### config.mk
export PLATFORM = sky130hd
export DESIGN_NAME = tri_match_timer
export DESIGN_NICKNAME = d
export VERILOG_FILES = /design/src/rtl/tmt_pkg.sv /design/src/rtl/tmt_channel.sv /design/src/rtl/tmt_irq.sv /design/src/rtl/tri_match_timer.sv
export SDC_FILE = /design/constraint.sdc
export NUM_CORES = 1
export LEC_CHECK = 0
export ABC_AREA = 0
export BUFFER_PORTS_ARGS = -buffer_cell sky130_fd_sc_hd__buf_2
export CAP_MARGIN = 0
export CORE_MARGIN = 3
export CORE_UTILIZATION = 30
export DETAILED_ROUTE_END_ITERATION = 16
export SYNTH_ARGS = -nofsm -noshare
export SYNTH_HDL_FRONTEND = slang
export SYNTH_HIERARCHICAL = 1
export SYNTH_SLANG_ARGS = --single-unit
### constraint.sdc
create_clock -name clk_i -period 5.1 [get_ports clk_i]
set_clock_uncertainty 0.1 [all_clocks]
set_input_delay 0.255 -clock clk_i [delete_from_list [all_inputs] [get_ports clk_i]]
set_output_delay 0.255 -clock clk_i [all_outputs]
set_load 0.02 [all_outputs]
### src/rtl/tmt_pkg.sv
package tmt_pkg;
    localparam int TMR_N  = 3;
    localparam int DATA_W = 32;
    localparam int EV_PER = 3;
    localparam int EV_W   = TMR_N * EV_PER;
    localparam int CTRL_W = TMR_N * 4;
    localparam int ADDR_W = 6;
    localparam int WORD_W = ADDR_W - 2;
    localparam int GRP_W  = WORD_W - 2;

    localparam int EV_CMPA = 0;
    localparam int EV_CMPB = 1;
    localparam int EV_WRAP = 2;

    localparam logic [WORD_W-1:0] WORD_CTRL = WORD_W'(12);
    localparam logic [WORD_W-1:0] WORD_STAT = WORD_W'(13);
    localparam logic [WORD_W-1:0] WORD_MASK = WORD_W'(14);

    typedef enum logic [1:0] {
        SLOT_CNT  = 2'd0,
        SLOT_RLD  = 2'd1,
        SLOT_CMPA = 2'd2,
        SLOT_CMPB = 2'd3
    } slot_e;

    typedef struct packed {
        logic down;
        logic wrap_ie;
        logic use_tick;
        logic run;
    } chan_cfg_t;
endpackage

### src/rtl/tmt_channel.sv
module tmt_channel
    import tmt_pkg::*;
#(
    parameter int W = DATA_W
) (
    input  logic              clk_i,
    input  logic              rst_ni,
    input  chan_cfg_t         cfg_i,
    input  logic              tick_en_i,
    input  logic              we_i,
    input  slot_e             slot_i,
    input  logic [W-1:0]      wdata_i,
    output logic [W-1:0]      count_o,
    output logic [W-1:0]      reload_o,
    output logic [W-1:0]      cmpa_o,
    output logic [W-1:0]      cmpb_o,
    output logic [EV_PER-1:0] ev_o
);
    typedef struct packed {
        logic [W-1:0] cnt;
        logic [W-1:0] rld;
        logic [W-1:0] cmpa;
        logic [W-1:0] cmpb;
    } chan_st_t;

    chan_st_t            st_d, st_q;
    logic [EV_PER-1:0]   ev_d;
    logic                step_w;
    logic                at_lim_w;
    logic                cnt_wr_w;

    always_comb begin
        st_d     = st_q;
        ev_d     = '0;
        step_w   = cfg_i.run && (!cfg_i.use_tick || tick_en_i);
        at_lim_w = cfg_i.down ? (st_q.cnt == '0) : (st_q.cnt == '1);
        cnt_wr_w = we_i && (slot_i == SLOT_CNT);

        if (we_i) begin
            case (slot_i)
                SLOT_RLD:  st_d.rld  = wdata_i;
                SLOT_CMPA: st_d.cmpa = wdata_i;
                SLOT_CMPB: st_d.cmpb = wdata_i;
                default:   ;
            endcase
        end

        if (cnt_wr_w) begin
            st_d.cnt = wdata_i;
        end else if (step_w) begin
            if (at_lim_w) begin
                st_d.cnt      = st_q.rld;
                ev_d[EV_WRAP] = 1'b1;
            end else if (cfg_i.down) begin
                st_d.cnt = st_q.cnt - W'(1);
            end else begin
                st_d.cnt = st_q.cnt + W'(1);
            end
            ev_d[EV_CMPA] = (st_d.cnt == st_q.cmpa);
            ev_d[EV_CMPB] = (st_d.cnt == st_q.cmpb);
        end
    end

    always_ff @(posedge clk_i) begin
        if (!rst_ni) begin
            st_q <= '0;
        end else begin
            st_q <= st_d;
        end
    end

    assign count_o  = st_q.cnt;
    assign reload_o = st_q.rld;
    assign cmpa_o   = st_q.cmpa;
    assign cmpb_o   = st_q.cmpb;
    assign ev_o     = ev_d;

    AST_FREEZE_OFF: assert property (@(posedge clk_i) disable iff (!rst_ni)
        (!cfg_i.run && !cnt_wr_w) |=> $stable(st_q.cnt));
    AST_LIMIT_RELOAD: assert property (@(posedge clk_i) disable iff (!rst_ni)
        (step_w && at_lim_w && !cnt_wr_w) |=> (st_q.cnt == $past(st_q.rld)));
    AST_CNT_WRITE: assert property (@(posedge clk_i) disable iff (!rst_ni)
        cnt_wr_w |=> (st_q.cnt == $past(wdata_i)));
    AST_NO_EVENT_ON_WRITE: assert property (@(posedge clk_i) disable iff (!rst_ni)
        cnt_wr_w |-> (ev_o == '0));
endmodule

### src/rtl/tmt_irq.sv
module tmt_irq
    import tmt_pkg::*;
(
    input  logic             clk_i,
    input  logic             rst_ni,
    input  logic [EV_W-1:0]  ev_i,
    input  logic             st_we_i,
    input  logic             mk_we_i,
    input  logic [EV_W-1:0]  wdata_i,
    input  logic [TMR_N-1:0] wrap_ie_i,
    output logic [EV_W-1:0]  status_o,
    output logic [EV_W-1:0]  mask_o,
    output logic [TMR_N-1:0] irq_o
);
    typedef struct packed {
        logic [EV_W-1:0] status;
        logic [EV_W-1:0] mask;
    } irq_st_t;

    irq_st_t st_d, st_q;

    always_comb begin
        st_d        = st_q;
        st_d.status = (st_we_i ? (st_q.status & wdata_i) : st_q.status) | ev_i;
        if (mk_we_i) begin
            st_d.mask = wdata_i;
        end
    end

    always_ff @(posedge clk_i) begin
        if (!rst_ni) begin
            st_q <= '0;
        end else begin
            st_q <= st_d;
        end
    end

    for (genvar n = 0; n < TMR_N; n++) begin : g_line
        logic [EV_PER-1:0] gate_w;
        assign gate_w   = {wrap_ie_i[n], 2'b11};
        assign irq_o[n] = |(st_q.status[EV_PER*n +: EV_PER]
                          & st_q.mask[EV_PER*n +: EV_PER] & gate_w);
    end

    assign status_o = st_q.status;
    assign mask_o   = st_q.mask;

    AST_STATUS_HOLD: assert property (@(posedge clk_i) disable iff (!rst_ni)
        !st_we_i |=> ((st_q.status & $past(st_q.status)) == $past(st_q.status)));
    AST_EVENT_LATCH: assert property (@(posedge clk_i) disable iff (!rst_ni)
        (ev_i != '0) |=> ((st_q.status & $past(ev_i)) == $past(ev_i)));
    AST_IRQ_NEEDS_MASK: assert property (@(posedge clk_i) disable iff (!rst_ni)
        (st_q.mask == '0) |-> (irq_o == '0));
endmodule

### src/rtl/tri_match_timer.sv
module tri_match_timer
    import tmt_pkg::*;
(
    input  logic              clk_i,
    input  logic              rst_ni,
    input  logic              bus_sel_i,
    input  logic              bus_wr_i,
    input  logic [ADDR_W-1:0] bus_addr_i,
    input  logic [DATA_W-1:0] bus_wdata_i,
    output logic [DATA_W-1:0] bus_rdata_o,
    input  logic              tick_en_i,
    output logic [TMR_N-1:0]  irq_o
);
    typedef struct packed {
        logic [CTRL_W-1:0] ctrl;
    } top_st_t;

    top_st_t            st_d, st_q;
    logic               aligned_w, wr_hit_w, rd_hit_w;
    logic [WORD_W-1:0]  word_w;
    logic [GRP_W-1:0]   grp_w;
    slot_e              slot_w;
    logic               st_we_w, mk_we_w;

    chan_cfg_t          cfg_a   [TMR_N];
    logic [DATA_W-1:0]  cnt_a   [TMR_N];
    logic [DATA_W-1:0]  rld_a   [TMR_N];
    logic [DATA_W-1:0]  cmpa_a  [TMR_N];
    logic [DATA_W-1:0]  cmpb_a  [TMR_N];
    logic [EV_W-1:0]    ev_all;
    logic [TMR_N-1:0]   wrap_ie;
    logic [EV_W-1:0]    status_w, mask_w;

    assign aligned_w = (bus_addr_i[1:0] == 2'b00);
    assign word_w    = bus_addr_i[ADDR_W-1:2];
    assign grp_w     = word_w[WORD_W-1:2];
    assign slot_w    = slot_e'(word_w[1:0]);
    assign wr_hit_w  = bus_sel_i && bus_wr_i && aligned_w;
    assign rd_hit_w  = bus_sel_i && !bus_wr_i && aligned_w;
    assign st_we_w   = wr_hit_w && (word_w == WORD_STAT);
    assign mk_we_w   = wr_hit_w && (word_w == WORD_MASK);

    always_comb begin
        st_d = st_q;
        if (wr_hit_w && (word_w == WORD_CTRL)) begin
            st_d.ctrl = bus_wdata_i[CTRL_W-1:0];
        end
    end

    always_ff @(posedge clk_i) begin
        if (!rst_ni) begin
            st_q <= '0;
        end else begin
            st_q <= st_d;
        end
    end

    for (genvar n = 0; n < TMR_N; n++) begin : g_chan
        logic [EV_PER-1:0] ev_w;

        assign cfg_a[n] = '{down:     st_q.ctrl[EV_PER*TMR_N + n],
                            wrap_ie:  st_q.ctrl[EV_PER*n + 2],
                            use_tick: st_q.ctrl[EV_PER*n + 1],
                            run:      st_q.ctrl[EV_PER*n]};
        assign wrap_ie[n] = cfg_a[n].wrap_ie;

        tmt_channel #(.W(DATA_W)) u_chan (
            .clk_i     (clk_i),
            .rst_ni    (rst_ni),
            .cfg_i     (cfg_a[n]),
            .tick_en_i (tick_en_i),
            .we_i      (wr_hit_w && (grp_w == GRP_W'(n))),
            .slot_i    (slot_w),
            .wdata_i   (bus_wdata_i),
            .count_o   (cnt_a[n]),
            .reload_o  (rld_a[n]),
            .cmpa_o    (cmpa_a[n]),
            .cmpb_o    (cmpb_a[n]),
            .ev_o      (ev_w)
        );
        assign ev_all[EV_PER*n +: EV_PER] = ev_w;
    end

    tmt_irq u_irq (
        .clk_i     (clk_i),
        .rst_ni    (rst_ni),
        .ev_i      (ev_all),
        .st_we_i   (st_we_w),
        .mk_we_i   (mk_we_w),
        .wdata_i   (bus_wdata_i[EV_W-1:0]),
        .wrap_ie_i (wrap_ie),
        .status_o  (status_w),
        .mask_o    (mask_w),
        .irq_o     (irq_o)
    );

    always_comb begin
        bus_rdata_o = '0;
        if (rd_hit_w) begin
            for (int n = 0; n < TMR_N; n++) begin
                if (grp_w == GRP_W'(n)) begin
                    case (slot_w)
                        SLOT_CNT:  bus_rdata_o = cnt_a[n];
                        SLOT_RLD:  bus_rdata_o = rld_a[n];
                        SLOT_CMPA: bus_rdata_o = cmpa_a[n];
                        default:   bus_rdata_o = cmpb_a[n];
                    endcase
                end
            end
            case (word_w)
                WORD_CTRL: bus_rdata_o = DATA_W'(st_q.ctrl);
                WORD_STAT: bus_rdata_o = DATA_W'(status_w);
                WORD_MASK: bus_rdata_o = DATA_W'(mask_w);
                default:   ;
            endcase
        end
    end

    AST_IDLE_READ_ZERO: assert property (@(posedge clk_i) disable iff (!rst_ni)
        !rd_hit_w |-> (bus_rdata_o == '0));
endmodule

* After elaboration in Yosys (flattened, before gate mapping)
Index checks and enable logic that the tools add are counted.
Widths: inputs -> output; s select.
** Cells by class
- Muxes and demuxes :: 39
- Equal/unequal tests :: 17
- Bitwise gates (word level) :: 8
- Reduce and logical (&&, ||, !) cells :: 44
- Add/subtract/negate cells :: 6
** Operator list (number)
- $mux 32 :: 22
- $pmux 32 s3 :: 4
- $eq 32x32->1 :: 6
- $add 32x1->32 const B :: 3
- $eq 32x32->1 const B :: 3
- $logic_not 32->1 :: 3
- $sub 32x1->32 const B :: 3
- $and 3x3->3 :: 6
- $mux 3 :: 6
- $reduce_and 2->1 :: 9
- $logic_and 1x1->1 :: 16
- $eq 4x4->1 const B :: 3
- $and 9x9->9 :: 1
- $mux 9 :: 1
- $or 9x9->9 :: 1
- $reduce_or 3->1 :: 3
- $eq 2x2->1 const B :: 3
- $logic_not 2->1 :: 3
- $mux 1 :: 6
- $reduce_bool 2->1 :: 3
- $eq 2x1->1 const B :: 2
- $logic_not 1->1 :: 4
- $logic_or 1x1->1 :: 3
** Storage, ports and cells
- Logic and storage cells :: 129
- Register bits :: 414
- Input port bits :: 43

* Logic depth before layout (Yosys ltp)
- Depth after elaboration :: 9
- Depth in mapped cells :: 16
- Mapped depth without buffers :: 15

* Cells and area by module
The synthesis kept the hierarchy.
** Modules (own cells, without submodules)
- tmt_channel (g_chan[1].u_chan ...) :: area an instance 9507.9 µm², instances 2, sequential area each 2562.5 µm², cells an instance 1239
- tmt_channel (g_chan[0].u_chan) :: area an instance 9303.9 µm², instances 1, sequential area each 2562.5 µm², cells an instance 1240
- tri_match_timer :: area an instance 4058.9 µm², instances 1, sequential area each 240.2 µm², cells an instance 461
- tmt_irq :: area an instance 729.4 µm², instances 1, sequential area each 360.3 µm², cells an instance 74

* Worst setup path after synthesis
OpenSTA, ideal clock, no wires.
- Kind :: register to register
- From :: register st_q[10] (netlist bit)
- To :: register u_irq.st_q (netlist bit u_irq/status_o[3])
- Slack :: 0.738 ns
- Data required time :: 4.936 ns
- Period minus slack after synthesis :: 4.362 ns
- Arrival :: 4.199 ns
- Cell stages (with the launch flop) :: 16
- Path through :: dfxtp_1 inv_1 fa_1 nand2b_1 a21o_1 a31oi_4 a31oi_4 xnor2_1 xor2_1 a2111oi_2 o2111a_1 nand4_1 or4_1 a21oi_1 nor3b_1 nor2_1
** Between the ends
- Word-level cells in the longest chain between the ends :: 8
- Elaborated cells between the ends (all ways) :: 9
- Those cells by class :: 1 x eq/ne; 7 x mux; 1 x bitwise
** RTL lines
- from (decl) :: RTL line tri_match_timer.sv:18 : top_st_t st_d, st_q;
- from (signal assigned) :: RTL line tri_match_timer.sv:54 : st_q <= st_d;
- $mux 32 / $mux 1 (equally long branches) :: RTL line tmt_channel.sv:54, tmt_channel.sv:36
- $mux 32 * :: RTL line tmt_channel.sv:51 : if (at_lim_w) begin
- $mux 32 * :: RTL line tmt_channel.sv:50 : end else if (step_w) begin
- $mux 32 * :: RTL line tmt_channel.sv:48 : if (cnt_wr_w) begin
- $eq 32x32->1 * :: RTL line tmt_channel.sv:59 : ev_d[EV_CMPA] = (st_d.cnt == st_q.cmpa);
- $mux 3 * :: RTL line tmt_channel.sv:50
- $mux 3 * :: RTL line tmt_channel.sv:48
- net g_chan[1].ev_w[0] :: RTL line tri_match_timer.sv:59 : logic [EV_PER-1:0] ev_w;
- $or 9x9->9 * :: RTL line tmt_irq.sv:24 : st_d.status = (st_we_i ? (st_q.status & wdata_i) : st_q.status) | ev_i;
- to (signal assigned) :: RTL line tmt_irq.sv:34 : st_q <= st_d;
- to (decl) :: RTL line tmt_irq.sv:20 : irq_st_t st_d, st_q;
The timed path passes the listed nets; every way through them passes the cells marked *. The select of a mux whose other input is x is not followed.
A chain may end at the register's enable or synchronous reset.

* Final worst setup path
- From :: register g_chan[2].u_chan.st_q (netlist bit g_chan[2].u_chan/count_o[0])
- To :: register u_irq.st_q (netlist bit u_irq/status_o[7])
** Between the ends
- Word-level cells in the longest chain between the ends :: 9
- Elaborated cells between the ends (all ways) :: 13
- Those cells by class :: 2 x add/sub; 2 x eq/ne; 7 x mux; 1 x bitwise; 1 x reduce/logical
** RTL lines
- from (decl) :: RTL line tmt_channel.sv:26 : chan_st_t st_d, st_q;
- from (signal assigned) :: RTL line tmt_channel.sv:68 : st_q <= st_d;
- $add 32x1->32, or another cell as far along :: RTL line tmt_channel.sv:57 : st_d.cnt = st_q.cnt + W'(1);
- $mux 32 / $mux 1 (equally long branches) :: RTL line tmt_channel.sv:54, tmt_channel.sv:36
- $mux 32 * :: RTL line tmt_channel.sv:51
- $mux 32 * :: RTL line tmt_channel.sv:50
- $mux 32 * :: RTL line tmt_channel.sv:48
- $eq 32x32->1 * :: RTL line tmt_channel.sv:60 : ev_d[EV_CMPB] = (st_d.cnt == st_q.cmpb);
- $mux 3 * :: RTL line tmt_channel.sv:50
- $mux 3 * :: RTL line tmt_channel.sv:48
- net g_chan[2].ev_w[1] :: RTL line tri_match_timer.sv:59
- $or 9x9->9 * :: RTL line tmt_irq.sv:24
Marks and branches as above.

==> summary.txt <==
STA
  – TNS Setup: 0 ps
  – Fin crit share: 94.2%
  – F_max: 208 MHz
  – RSZ-0062 raised after global routing: no
  – Final hold violation count: 0
  – Slew @ Worst Pin: 1270 ps
  – Period minus WS final: 4800 ps
  – Setup violators final: 0
  – Slew headroom: approximately 15%
  – Slew Limit Fails: 0

Logic synthesis
  – Flops & latches, synth: 414
  – Mean post-synth cell area: 7.78 sq um
  – Area share of the largest cell type after synthesis: 25.0%
  – FFs w/ async S/R, synth: 0%
  – Sequential area share after synthesis: 25.0%
  – Post-Syn Area: around 33000 sq um
  – Post-synth cell types: 116
  – Post-synth net total: 4389
  – Synth Instances: 4253
  – Yosys top cell by area: dfxtp_1
  – Synth Warn #: 6
  – Ys flop type: dfxtp_1
  – Leading post-synthesis cells by cell area: dfxtp_1, nand2_1, a21boi_0
  – EDFF count, synth: 0

Floorplan
  – Total core area: 109000 sq um
  – Row count: around 120
  – Initial Util: a little under a third
  – Die Y: 338 um
  – Die Area: between 100000 and 150000 sq um
  – Die Width: 338 um
  – I/O pin total: a little under 80

Routing
  – Drt first pass iters: 6
  – DRC Markers: 0
  – ANT nets after route: 0
  – Vias per cell: ~6.0
  – Final wirelength: 153000 um
  – Vias post-DR: roughly 34000
  – Routed len/inst: between 20 and 30 um
  – DR iter-0 viols: 4921

Worst setup path
  – Required @ worst endpoint: 5590 ps
  – Critical path arrival: about 5300 ps
  – Worst setup EP type: flop
  – Crit-path slowest cell: o41ai_4
  – Crit path launch: g_chan[2].u_chan/count_o[0]$_SDFFE_PN0P_
  – Worst path max stage delay: 1120 ps
  – Crit start category: flop
  – Crit path cell chain: nor4_1 -> nand4_1 -> o41ai_4 -> buf_4 -> nor3b_1 -> a21oi_1 -> mux2i_1 -> a2111oi_0 -> nand4_1 -> a21oi_1 -> nor2_1 -> a21oi_2
  – WS Path Type: flop to flop
  – CP max FO: 14
  – R2r startpoint: g_chan[2].u_chan/count_o[0]$_SDFFE_PN0P_

Power and ir drop
  – Peak VDD IR: about 0.26 mV
  – Final total power: 7650 uW
  – Static Leakage: 0.0126 uW
  – Cell Pwr Density: approximately 210 nW/um^2

Clocking
  – Post-CTS Resized: 0
  – CTS buffer count: 51
  – Clock buffer depth: 3
  – CTS root buf: clkbuf_16
  – Clock sinks: 414
  – Setup Buffers After CTS: 0
  – CTS tree: yes
  – Worst skew pair latency: 660 ps
  – CTS clk-pin slew, worst paths: about 60 ps
  – H-tree Lvls: 2

Place
  – Dpl cells: 5581
  – Post-DP HPWL: 113000 um
  – PortBufs: 77
  – RD Place Congestion: 1.04

Layout
  – P&R area growth vs syn: 10.1%
  – Final nets: 4309
  – Layout Cells excl Fill: 5690
  – Layout cell share with drive strength beyond 1: 10.5%
  – Most common cell after layout, fill and taps aside: nand2_1
  – Commonest cells after routing, fill and taps aside: nand2_1, dfxtp_1, a21boi_0, a21oi_1, nor2_1
  – N_diodes: 0

GRT
  – Antenna violations before repair: 12
  – Vias in the first global route: 31400
  – Grt total ovfl: 0
  – First-pass GRT wire length: 220000 um
  – Largest net degree at the start of global routing: 139
  – GRT Util Overall: 25.3%

Min path
  – HP Start: bus_wdata_i[10]
  – Min-Delay Path Class: input port to flop

Job
  – Max_cap viols: 0

Status
  – Outcome: finished clean
timing repair:
item | in CTS | in global routing
hold endpoints to repair | 119 | 0
hold buffers | 15 | 0
setup endpoints to repair | 0 | 0
worst paths after layout:
kind | endpoint | slack [ps] | cells past startpoint
max | u_irq/status_o[7]$_SDFF_PN0_ | 300 | 12
min | g_chan[2].u_chan/cmpa_o[10]$_SDFFE_PN0P_ | 20 | 3
max reg2reg | u_irq/status_o[7]$_SDFF_PN0_ | 300 | 12
min reg2reg | g_chan[0].u_chan/cmpb_o[9]$_SDFFE_PN0P_ | 400 | 2
final cells by class:
type,count,area [sq um]
Fill cell,11500,72700
Multi-Input combinational cell,3471,23200
Sequential cell,414,8290
Tap cell,1476,1850
Clock buffer,70,1430
Timing Repair Buffer,162,1110
Clock inverter,24,314
Inverter,73,274
routing by layer:
layer  part of all wire [%]  routed length, um  up-vias  GRT usage [%]
li1                       -                  -    15200              -
met1                     41              63000    16500           34.8
met2                     41              63300     2248           37.2
met3                     12              18700      427           6.49
met4                    5.3               8070       12           11.1
met5                  0.046                 70        -              0
synthesized netlist by cell type (all sizes together), types with 15 or more instances:
cell type,count
nand2,866
dfxtp,414
a21boi,319
a21oi,262
nor2,240
xnor2,214
clkbuf,212
o21ai,154
xor2,151
nor2b,92
ha,90
nand4,87
buf,83
mux2i,83
a211oi,74
o211ai,74
inv,73
nor3,61
nor4,58
mux4,56
nand3,56
o22ai,39
a221oi,36
a31oi,35
a21o,28
and3,27
nor3b,23
o2111ai,22
mux2,20
a2111oi,19
nand2b,17
o21a,17
or2,17
a311oi,15
or3,15
state kept, by name (all words and copies together), names as in the netlist:
signal,count
g_chan.u_chan/cmpa_o,96
g_chan.u_chan/count_o,96
g_chan.u_chan/reload_o,96
u_irq/mask_o,9
g_chan.u_chan/cmpb_o,96
st_q,12
u_irq/status_o,9
cell families (layout without fill, tap and decap cells):
group / Yosys count / in the layout / share of synthesized area, %
muxes: 159 / 159 / 7.01
AOI/OAI and AO/OA: 1222 / 1222 / 26.5
adders and majority gates: 93 / 93 / 3.58
buffers and inverters: 368 / 329 / 5.05
xor gates and xnor gates: 368 / 368 / 10.0
DFF: 414 / 414 / 25.0
and+or+nand+nor: 1629 / 1629 / 22.8
report_power, final:
group	leakage, uW	switching [uW]	total (uW)	internal (uW)
Combinational	0.00845	401	576	175
Clock	0.000844	1620	3810	2190
Sequential	0.00333	19.4	3260	3240
Total	0.0126	2050	7650	5600
per-stage QoR:
step | setup slack, ps | area [sq um] | hold WS, ps | utilization [%]
finish | 297 | 36500 | 17.6 | 33.4
global route | 7.37 | 36500 | 33.6 | 33.4
CTS | 488 | 36500 | 2.49 | 33.4
detailed placement | 529 | 34600 | 378 | 31.7
global placement | 558 | 34600 | 372 | 31.7
floorplan | 738 | 33100 | 283 | -
critical path, delay by kind of cell, from the launching register on:
kind                   cells  cell delay (ps)
AO/OA/AOI/OAI              5             2430
buffers and inverters      1              350
flip-flops                 1              450
multiplexers               1              200
AND/OR/NAND/NOR            5             1220
(Power assumes the default switching activity.)
